===== src/rtl/gpio_edge_pkg.sv =====
package gpio_edge_pkg;

    typedef enum logic [3:0] {
        RK_LEVEL    = 4'd0,
        RK_DIR      = 4'd1,
        RK_OUT_SET  = 4'd2,
        RK_OUT_CLR  = 4'd3,
        RK_RISE     = 4'd4,
        RK_FALL     = 4'd5,
        RK_STATUS   = 4'd6,
        RK_DIR_SET  = 4'd7,
        RK_DIR_CLR  = 4'd8,
        RK_RISE_SET = 4'd9,
        RK_RISE_CLR = 4'd10,
        RK_FALL_SET = 4'd11,
        RK_FALL_CLR = 4'd12,
        RK_MASK     = 4'd13
    } reg_kind_e;

    localparam int KIND_COUNT    = 14;
    localparam int KIND_STRIDE   = 3;
    localparam int NEAR_BANKS    = 3;
    localparam int FAR_BANK_BASE = 64;

    // Word base of a bank: the first three banks are interleaved from 0,
    // and any further bank is interleaved from the far base.
    function automatic int bank_base_word(input int bank);
        if (bank < NEAR_BANKS)
            return bank;
        return FAR_BANK_BASE + (bank - NEAR_BANKS);
    endfunction

endpackage


===== src/rtl/gpio_input_sync.sv =====
module gpio_input_sync #(
    parameter int WIDTH = 32
) (
    input  logic             clk,
    input  logic             rst_n,
    input  logic [WIDTH-1:0] async_i,
    output logic [WIDTH-1:0] sync_o
);

    logic [WIDTH-1:0] meta_q;

    always_ff @(posedge clk) begin
        if (!rst_n) begin
            meta_q <= '0;
            sync_o <= '0;
        end else begin
            meta_q <= async_i;
            sync_o <= meta_q;
        end
    end

endmodule


===== src/rtl/gpio_addr_dec.sv =====
module gpio_addr_dec
    import gpio_edge_pkg::*;
#(
    parameter int NUM_BANKS = 4,
    parameter int ADDR_W    = 7
) (
    input  logic [ADDR_W-1:0]    addr_i,
    output logic [NUM_BANKS-1:0] bank_sel_o,
    output reg_kind_e            kind_o,
    output logic                 hit_o
);

    always_comb begin
        bank_sel_o = '0;
        kind_o     = RK_LEVEL;
        hit_o      = 1'b0;
        for (int b = 0; b < NUM_BANKS; b++) begin
            for (int k = 0; k < KIND_COUNT; k++) begin
                if (int'(addr_i) == bank_base_word(b) + k * KIND_STRIDE) begin
                    bank_sel_o[b] = 1'b1;
                    kind_o        = reg_kind_e'(4'(k));
                    hit_o         = 1'b1;
                end
            end
        end
    end

endmodule


===== src/rtl/gpio_bank.sv =====
module gpio_bank
    import gpio_edge_pkg::*;
#(
    parameter int PINS = 32
) (
    input  logic            clk,
    input  logic            rst_n,
    input  logic            wr_en_i,
    input  reg_kind_e       kind_i,
    input  logic [PINS-1:0] wdata_i,
    input  logic [PINS-1:0] pad_i,
    output logic [PINS-1:0] rd_data_o,
    output logic [PINS-1:0] pad_out_o,
    output logic [PINS-1:0] pad_oe_o,
    output logic            irq_o
);

    logic [PINS-1:0] level, level_q;
    logic [PINS-1:0] dir_q, out_q, rise_q, fall_q, st_q, mask_q;
    logic [PINS-1:0] dir_d, out_d, rise_d, fall_d, st_d, mask_d;
    logic [PINS-1:0] edge_evt, w1c_bits;
    logic [KIND_COUNT-1:0] wr_kind;

    gpio_input_sync #(.WIDTH(PINS)) u_sync (
        .clk     (clk),
        .rst_n   (rst_n),
        .async_i (pad_i),
        .sync_o  (level)
    );

    // One-hot write strobe per register kind
    assign wr_kind = wr_en_i ? (KIND_COUNT'(1) << kind_i) : '0;

    function automatic logic [PINS-1:0] apply_write(
        input logic [PINS-1:0] cur,
        input logic            full,
        input logic            set,
        input logic            clr,
        input logic [PINS-1:0] d
    );
        if (full)
            return d;
        if (set)
            return cur | d;
        if (clr)
            return cur & ~d;
        return cur;
    endfunction

    // Synchronized transitions, filtered by the per-pin enables
    assign edge_evt = (level & ~level_q & rise_q) | (~level & level_q & fall_q);
    assign w1c_bits = wr_kind[RK_STATUS] ? wdata_i : '0;

    always_comb begin
        out_d  = apply_write(out_q,  1'b0, wr_kind[RK_OUT_SET], wr_kind[RK_OUT_CLR], wdata_i);
        dir_d  = apply_write(dir_q,  wr_kind[RK_DIR], wr_kind[RK_DIR_SET], wr_kind[RK_DIR_CLR], wdata_i);
        rise_d = apply_write(rise_q, wr_kind[RK_RISE], wr_kind[RK_RISE_SET], wr_kind[RK_RISE_CLR], wdata_i);
        fall_d = apply_write(fall_q, wr_kind[RK_FALL], wr_kind[RK_FALL_SET], wr_kind[RK_FALL_CLR], wdata_i);
        mask_d = apply_write(mask_q, wr_kind[RK_MASK], 1'b0, 1'b0, wdata_i);
        st_d   = (st_q & ~w1c_bits) | edge_evt;
    end

    always_ff @(posedge clk) begin
        if (!rst_n) begin
            level_q <= '0;
            out_q   <= '0;
            dir_q   <= '0;
            rise_q  <= '0;
            fall_q  <= '0;
            st_q    <= '0;
            mask_q  <= '0;
        end else begin
            level_q <= level;
            out_q   <= out_d;
            dir_q   <= dir_d;
            rise_q  <= rise_d;
            fall_q  <= fall_d;
            st_q    <= st_d;
            mask_q  <= mask_d;
        end
    end

    always_comb begin
        unique case (kind_i)
            RK_LEVEL:    rd_data_o = level;
            RK_DIR:      rd_data_o = dir_q;
            RK_RISE:     rd_data_o = rise_q;
            RK_FALL:     rd_data_o = fall_q;
            RK_STATUS:   rd_data_o = st_q;
            RK_MASK:     rd_data_o = mask_q;
            RK_OUT_SET, RK_OUT_CLR,
            RK_DIR_SET, RK_DIR_CLR,
            RK_RISE_SET, RK_RISE_CLR,
            RK_FALL_SET, RK_FALL_CLR: rd_data_o = '0;
            default:     rd_data_o = '0;
        endcase
    end

    assign pad_oe_o  = dir_q;
    assign pad_out_o = out_q & dir_q;
    assign irq_o     = |(st_q & mask_q);

    AST_STATUS_NO_SILENT_CLEAR: assert property (@(posedge clk) disable iff (!rst_n)
        !wr_kind[RK_STATUS] |=> ((st_q & $past(st_q)) == $past(st_q)));
    AST_STATUS_NEEDS_EDGE: assert property (@(posedge clk) disable iff (!rst_n)
        1'b1 |=> ((st_q & ~$past(st_q) & ~$past(edge_evt)) == '0));
    AST_OUT_HOLDS: assert property (@(posedge clk) disable iff (!rst_n)
        !(wr_kind[RK_OUT_SET] || wr_kind[RK_OUT_CLR]) |=> $stable(out_q));
    AST_OE_HOLDS: assert property (@(posedge clk) disable iff (!rst_n)
        !(wr_kind[RK_DIR] || wr_kind[RK_DIR_SET] || wr_kind[RK_DIR_CLR]) |=> $stable(pad_oe_o));

endmodule


===== src/rtl/gpio_edge_ctrl.sv =====
module gpio_edge_ctrl
    import gpio_edge_pkg::*;
#(
    parameter int NUM_BANKS = 4,
    parameter int PINS      = 32,
    parameter int ADDR_W    = 7
) (
    input  logic                      clk,
    input  logic                      rst_n,
    input  logic                      bus_wr,
    input  logic                      bus_rd,
    input  logic [ADDR_W-1:0]         bus_addr,
    input  logic [PINS-1:0]           bus_wdata,
    output logic [PINS-1:0]           bus_rdata,
    input  logic [NUM_BANKS*PINS-1:0] pad_in,
    output logic [NUM_BANKS*PINS-1:0] pad_out,
    output logic [NUM_BANKS*PINS-1:0] pad_oe,
    output logic                      irq
);

    localparam int TOTAL_PINS = NUM_BANKS * PINS;

    logic [NUM_BANKS-1:0] bank_sel;
    logic [NUM_BANKS-1:0] bank_irq;
    reg_kind_e            kind;
    logic                 hit;
    logic [PINS-1:0]      bank_rd [NUM_BANKS];
    logic [PINS-1:0]      rd_mux;

    gpio_addr_dec #(.NUM_BANKS(NUM_BANKS), .ADDR_W(ADDR_W)) u_dec (
        .addr_i     (bus_addr),
        .bank_sel_o (bank_sel),
        .kind_o     (kind),
        .hit_o      (hit)
    );

    for (genvar g = 0; g < NUM_BANKS; g++) begin : g_bank
        gpio_bank #(.PINS(PINS)) u_bank (
            .clk       (clk),
            .rst_n     (rst_n),
            .wr_en_i   (bus_wr && bank_sel[g]),
            .kind_i    (kind),
            .wdata_i   (bus_wdata),
            .pad_i     (pad_in[g*PINS +: PINS]),
            .rd_data_o (bank_rd[g]),
            .pad_out_o (pad_out[g*PINS +: PINS]),
            .pad_oe_o  (pad_oe[g*PINS +: PINS]),
            .irq_o     (bank_irq[g])
        );
    end

    always_comb begin
        rd_mux = '0;
        for (int b = 0; b < NUM_BANKS; b++) begin
            if (bank_sel[b])
                rd_mux = rd_mux | bank_rd[b];
        end
    end

    always_ff @(posedge clk) begin
        if (!rst_n)
            bus_rdata <= '0;
        else
            bus_rdata <= (bus_rd && hit) ? rd_mux : '0;
    end

    assign irq = |bank_irq;

    AST_RDATA_IDLE_ZERO: assert property (@(posedge clk) disable iff (!rst_n)
        !bus_rd |=> (bus_rdata == '0));
    AST_MISS_READ_ZERO: assert property (@(posedge clk) disable iff (!rst_n)
        (bus_rd && !hit) |=> (bus_rdata == '0));
    AST_BANK_SEL_ONEHOT: assert property (@(posedge clk) disable iff (!rst_n)
        $onehot0(bank_sel));
    AST_PAD_WIDTH_OK: assert property (@(posedge clk) disable iff (!rst_n)
        ((pad_out & ~pad_oe) == {TOTAL_PINS{1'b0}}));

endmodule


===== config.mk =====
export PLATFORM = sky130hd
export DESIGN_NAME = gpio_edge_ctrl
export DESIGN_NICKNAME = d
export VERILOG_FILES = /design/src/rtl/gpio_edge_pkg.sv /design/src/rtl/gpio_input_sync.sv /design/src/rtl/gpio_addr_dec.sv /design/src/rtl/gpio_bank.sv /design/src/rtl/gpio_edge_ctrl.sv
export SDC_FILE = /design/constraint.sdc
export NUM_CORES = 2
export LEC_CHECK = 0
export ABC_CLOCK_PERIOD_IN_PS = 12870
export BUFFER_PORTS_ARGS = -buffer_cell sky130_fd_sc_hd__buf_2
export CAP_MARGIN = 20
export CELL_PAD_IN_SITES_DETAIL_PLACEMENT = 0
export CELL_PAD_IN_SITES_GLOBAL_PLACEMENT = 2
export CORE_ASPECT_RATIO = 0.75
export CORE_UTILIZATION = 40
export CTS_CLUSTER_DIAMETER = 40
export CTS_CLUSTER_SIZE = 30
export DETAILED_ROUTE_END_ITERATION = 10
export GPL_TIMING_DRIVEN = 0
export PLACE_DENSITY_LB_ADDON = 0.1
export SYNTH_ARGS = -nofsm -noshare
export SYNTH_HDL_FRONTEND = slang
export SYNTH_SLANG_ARGS = --single-unit

===== constraint.sdc =====
create_clock -name clk -period 12.87 [get_ports clk]
set_input_delay 3.861 -clock clk [delete_from_list [all_inputs] [get_ports clk]]
set_output_delay 3.861 -clock clk [all_outputs]
set_load 0.01 [all_outputs]

Word-level counts from Yosys, hierarchy flattened --
Cells that the tools add are included.
Word-level totals: flip-flop bits (word level) 1184, input bits 171, output and inout bits 289
Operators by class: equality and inequality tests 60, shifts and indexed selects 1, mux-type cells 349, bitwise operators 84, reductions and logical operators 25
Operators by type and width (number):
- 32-bit 2-to-1 mux | 100
- 32-bit bitwise AND | 44
- 32-bit OR | 27
- 32-bit case mux with 6 select lines | 4
- 32-bit inverter | 13
- 4-bit 2-to-1 mux | 52
- 1-bit 2-to-1 mux | 187
- 7-bit equality test (second input constant) | 21
- 7-bit by 6-bit equality test with 1-bit output (second input constant) | 19
- 128-bit OR reduction | 1
- 7-bit by 5-bit equality test with 1-bit output (second input constant) | 8
- 14-bit 2-to-1 mux | 4
- 3-bit nonzero test | 12
- 32-bit zero test | 1
- 7-bit by 4-bit equality test with 1-bit output (second input constant) | 4
- 7-bit by 3-bit equality test with 1-bit output (second input constant) | 2
- 1-bit by 4-bit left shift with 14-bit output (first input constant) | 1
- 4-bit by 3-bit equality test with 1-bit output (second input constant) | 3
- 2-bit nonzero test | 4
- 7-bit by 2-bit equality test with 1-bit output (second input constant) | 1
- 1-bit logical AND | 5
- 4-bit by 1-bit equality test with 1-bit output (second input constant) | 1
- 4-bit equality test (second input constant) | 1
- 4-bit zero test | 1
- other kinds (2) | 3

Logic depth before layout (Yosys ltp) --
depth in word-level cells 65, mapped depth 17, mapped depth without buffers 10

By module --
Synthesis repeated with hierarchy kept, for this count alone.
Unflattened totals: cell total of the unflattened synthesis 6136, area total of the unflattened synthesis 53608.9 sq um
By module, submodules not included:
- gpio_bank | times used 4, cells each 1319, area each 10915.5 sq um, sequential area each 4484.3 sq um
- gpio_input_sync | times used 4, cells each 134, area each 1791.7 sq um, sequential area each 1281.2 sq um
- gpio_edge_ctrl | times used 1, cells each 153, area each 1712.9 sq um, sequential area each 640.6 sq um
- gpio_addr_dec | times used 1, cells each 171, area each 1067.3 sq um, sequential area each 0.0 sq um

Least setup slack after synthesis --
No wires, ideal clock.
kind input port to flip-flop, from in bus_addr[0], to reg bus_rdata[15], library setup time 121 ps, arrival time 6658 ps, required time 12749 ps, path slack 6091 ps, stages 13, buffers on the path 3, cells stage by stage buf_4 -> clkinv_1 -> nor4_1 -> a21oi_1 -> and3b_1 -> buf_2 -> nand2_2 -> buf_1 -> mux2_2 -> a222oi_1 -> a21oi_1 -> nor4_1 -> nor2_1
On the way: cells in the longest elaborated chain, start to end 65, elaborated cells on any way between the ends 228
Ends and longest elaborated chain:
- from (decl) | RTL line gpio_edge_ctrl.sv:12 | input logic [ADDR_W-1:0] bus_addr,
- 7-bit by 3-bit equality test with 1-bit output | RTL line gpio_addr_dec.sv:19 | if (int'(addr_i) == bank_base_word(b) + k * KIND_STRIDE) begin
- 1-bit 2-to-1 mux | RTL line gpio_addr_dec.sv:19
- 2-bit 2-to-1 mux (2 in series) | RTL line gpio_addr_dec.sv:19
- 4-bit 2-to-1 mux (52 in series) | RTL line gpio_addr_dec.sv:19
- 4-bit equality test, or another cell as far along | RTL line gpio_bank.sv:84 | unique case (kind_i)
- 32-bit case mux with 6 select lines | RTL line gpio_bank.sv:84
- 32-bit 2-to-1 mux | RTL line gpio_edge_ctrl.sv:55 | if (bank_sel[b])
- 32-bit OR | RTL line gpio_edge_ctrl.sv:56 | rd_mux = rd_mux | bank_rd[b];
- 32-bit 2-to-1 mux | RTL line gpio_edge_ctrl.sv:55
- 32-bit OR | RTL line gpio_edge_ctrl.sv:56
- 32-bit 2-to-1 mux | RTL line gpio_edge_ctrl.sv:55
- 32-bit OR | RTL line gpio_edge_ctrl.sv:56
- 32-bit 2-to-1 mux | RTL line gpio_edge_ctrl.sv:55
- to (signal assigned) | RTL line gpio_edge_ctrl.sv:64 | bus_rdata <= (bus_rd && hit) ? rd_mux : '0;
- to (decl) | RTL line gpio_edge_ctrl.sv:14 | output logic [PINS-1:0] bus_rdata,
Several ways; a longest one is shown, not always the timed one. A chain may end at the register's enable or synchronous reset.

Final worst setup path --
from in bus_addr[0], to reg bus_rdata[28]
Same word-level chain as after synthesis.

==> summary.txt <==
Detailed routing
  – DRT Wirelength: 345000 µm
  – Initial DRC count: 9992
  – Routed Antenna Nets: 0
  – Drc violations: 0
  – DR WL/cell: 41.3 µm
  – DR vias/cell: 6.73
  – Vias post-DR: 56200
  – TritonRoute pass-1 iters: 9

Timing
  – Hold slack: 426 ps
  – Fin crit period: 8750 ps
  – RSZ-0062 raised after global routing: no
  – Slew Viols, Final: 0
  – Final setup fails: 0
  – Slew margin rel.: 0.0305
  – Slew at the pin closest to its max-slew limit: 1450 ps
  – Final worst-path cycle share: 0.680
  – Setup TNS: 0 ps
  – Hold Vio Cnt, Final: 0
  – Skew final: 31.5 ps
  – Max frequency: 0.114 GHz

Place
  – RD Place Congestion: 1.11
  – IO buf count: 455
  – Post-DP Area: 56400 µm²
  – Hpwl dp: 254000 µm

Setup path
  – Worst-path fanout max: 10
  – Setup CP Type: in2reg
  – Crit path capture type: flip-flop
  – Crit path arrival time: 9410 ps
  – Worst EP required: 13530 ps
  – CP startpoint kind: input pin

Yosys
  – Synth Area in Compound Gates: 0.242
  – Flops & latches, synth: 1184
  – Synth unique cells: 90
  – Commonest register cell after synthesis: dfxtp_1
  – Simple-gate portion of the synthesized area: 0.238
  – Post-synthesis mux area share: 0.0127
  – Warnings from Yosys: 0
  – Post-Syn Instances: 5828
  – Post-Syn Area: 51100 µm²
  – Xor/xnor share of the synthesized area: 0.00135
  – Sequential fraction of the synthesis area: 0.464
  – Syn nets: 5999
  – Main combinational cell family by area after synthesis: compound AO/OA/AOI/OAI gates
  – Post-synth ARST share: 0
  – Syn Area/Cell: 8.77 µm²
  – Number of flops mapped to enable cells by yosys: 0
  – Adder-cell share of the synthesized area: 0

Layout
  – Nets: 6673
  – Layout cell share with drive strength beyond 1: 0.159
  – Util after Layout: 0.492
  – Fill count: 12400
  – Most common cell after layout, fill and taps aside: dfxtp_1
  – Layout area overhead: 22.0%
  – Most frequent cells in the layout: dfxtp_1, nand2_1, buf_2
  – Final instance area: 62300 µm²

Pwr
  – Tot Pwr: 9.50 mW
  – Static leakage: 22.8 nW
  – Pwr dens: 152 nW/µm²
  – Maximum vdd drop: 0.129 mV

Clocking
  – Post-CTS Setup Bufs: 0
  – Clk pin slew, worst setup/hold paths: 70 ps
  – TritonCTS buffer count: 155
  – Clk_lat worst skew: 840 ps
  – Post-cts sizing count: 0
  – CTS root buffer: clkbuf_16
  – TritonCTS clock tree: built
  – Sink Count: 1184
  – CTS H-tree depth: 4
  – Clock Path Buffers: 3
  – CTS Hold Bufs: 0

Floorplanning
  – Die H: 312 µm
  – Row count: 113
  – IO Count: 460
  – CORE AREA: 127000 µm²
  – Die Footprint: 129000 µm²
  – Die width: 415 µm
  – Initial core utilization: 0.403

Run
  – Max Cap Violations: 0

Global route
  – First-pass GRT wire length: 447000 µm
  – Largest net degree at the start of global routing: 24
  – GRT Total Usage: 0.513
  – Grt ovf: 0
  – Initial antenna violation count: 64
  – Vias in the first global route: 49200

Hold path
  – Type of the worst min-delay path: reg2reg

Run status
  – Status: completed
[power by group]
part           switching (mW)  total, mW  leakage, nW  internal [mW]
registers              0.0454       3.77         9.60           3.72
clock network            2.00       4.81         2.76           2.81
logic                   0.733      0.929         10.5          0.196
[metrics by stage]
| step | instances | setup WS [ps] |
|---|---|---|
| global route | 8302 | 4280 |
| global placement | 7950 | 2670 |
| detailed placement | 8003 | 3530 |
| floorplan | 5828 | 6090 |
| finish | 8348 | 4120 |
| CTS | 8292 | 4360 |
[area by class of cell]
cell class	instances	area, µm²	area share
clock buffer	181	4270	0.0684
timing repair buffer	517	3280	0.0527
sequential	1184	23700	0.380
antenna	47	118	0.00189
clock inverter	108	1420	0.0227
buffer	508	2170	0.0349
multi-input combinational	4130	25300	0.405
inverter	6	22.5	0.000361
tap	1667	2090	0.0335
[synth_stat cells, types with 126 or more instances]
library cell     n  area (µm²)
a21oi_1        225        1130
a221o_1        126        1260
a22oi_1        420        3150
and2_1         518        3240
buf_2          144         721
clkbuf_1       342        1280
dfxtp_1       1184       23700
nand2_1        847        3180
nand3b_1       131         983
nor2_1         181         679
nor2b_1        325        2030
o211ai_1       132         991
o21ai_0        336        1680
[logic make-up (layout without fill, tap and decap cells)]
family,count (synthesis),in the layout
AO/OA/AOI/OAI,1796,1796
XOR/XNOR,7,7
buffers and inverters,514,1320
flip-flops,1184,1184
multiplexers,62,62
other,0,47
AND/OR/NAND/NOR,2265,2265
[worst max-delay path, cell delays in order]
cell and delay, ps:
buf_4 140, clkinv_1 290, nor4_1 900, a2111oi_4 150, nand4_4 510, o211ai_2 210
nor3_2 1030, buf_2 670, buf_2 600, nand2_1 280, o21ai_0 130, o21ai_0 90
a31oi_1 500
[worst paths after layout]
kind / to / start / depth (start not counted) / slack, ps
worst max-delay path: bus_rdata[28] / bus_addr[0] / 13 / 4120
worst min-delay path: g_bank[1].u_bank.u_sync.sync_o[5] / g_bank[1].u_bank.u_sync.meta_q[5] / 1 / 430
worst max register to register: bus_rdata[7] / g_bank[0].u_bank.st_q[7] / 4 / 10710
worst min register to register: g_bank[1].u_bank.u_sync.sync_o[5] / g_bank[1].u_bank.u_sync.meta_q[5] / 1 / 430
[metal layers]
layer / up-vias / GRT usage / share of wire
met4: 28 / 0.341 / 0.075
met3: 1169 / 0.221 / 0.16
met1: 27600 / 0.682 / 0.39
met2: 5218 / 0.664 / 0.37
li1: 22200 / - / -
met5: - / 0 / 0.00075
(Power assumes the default switching activity.)
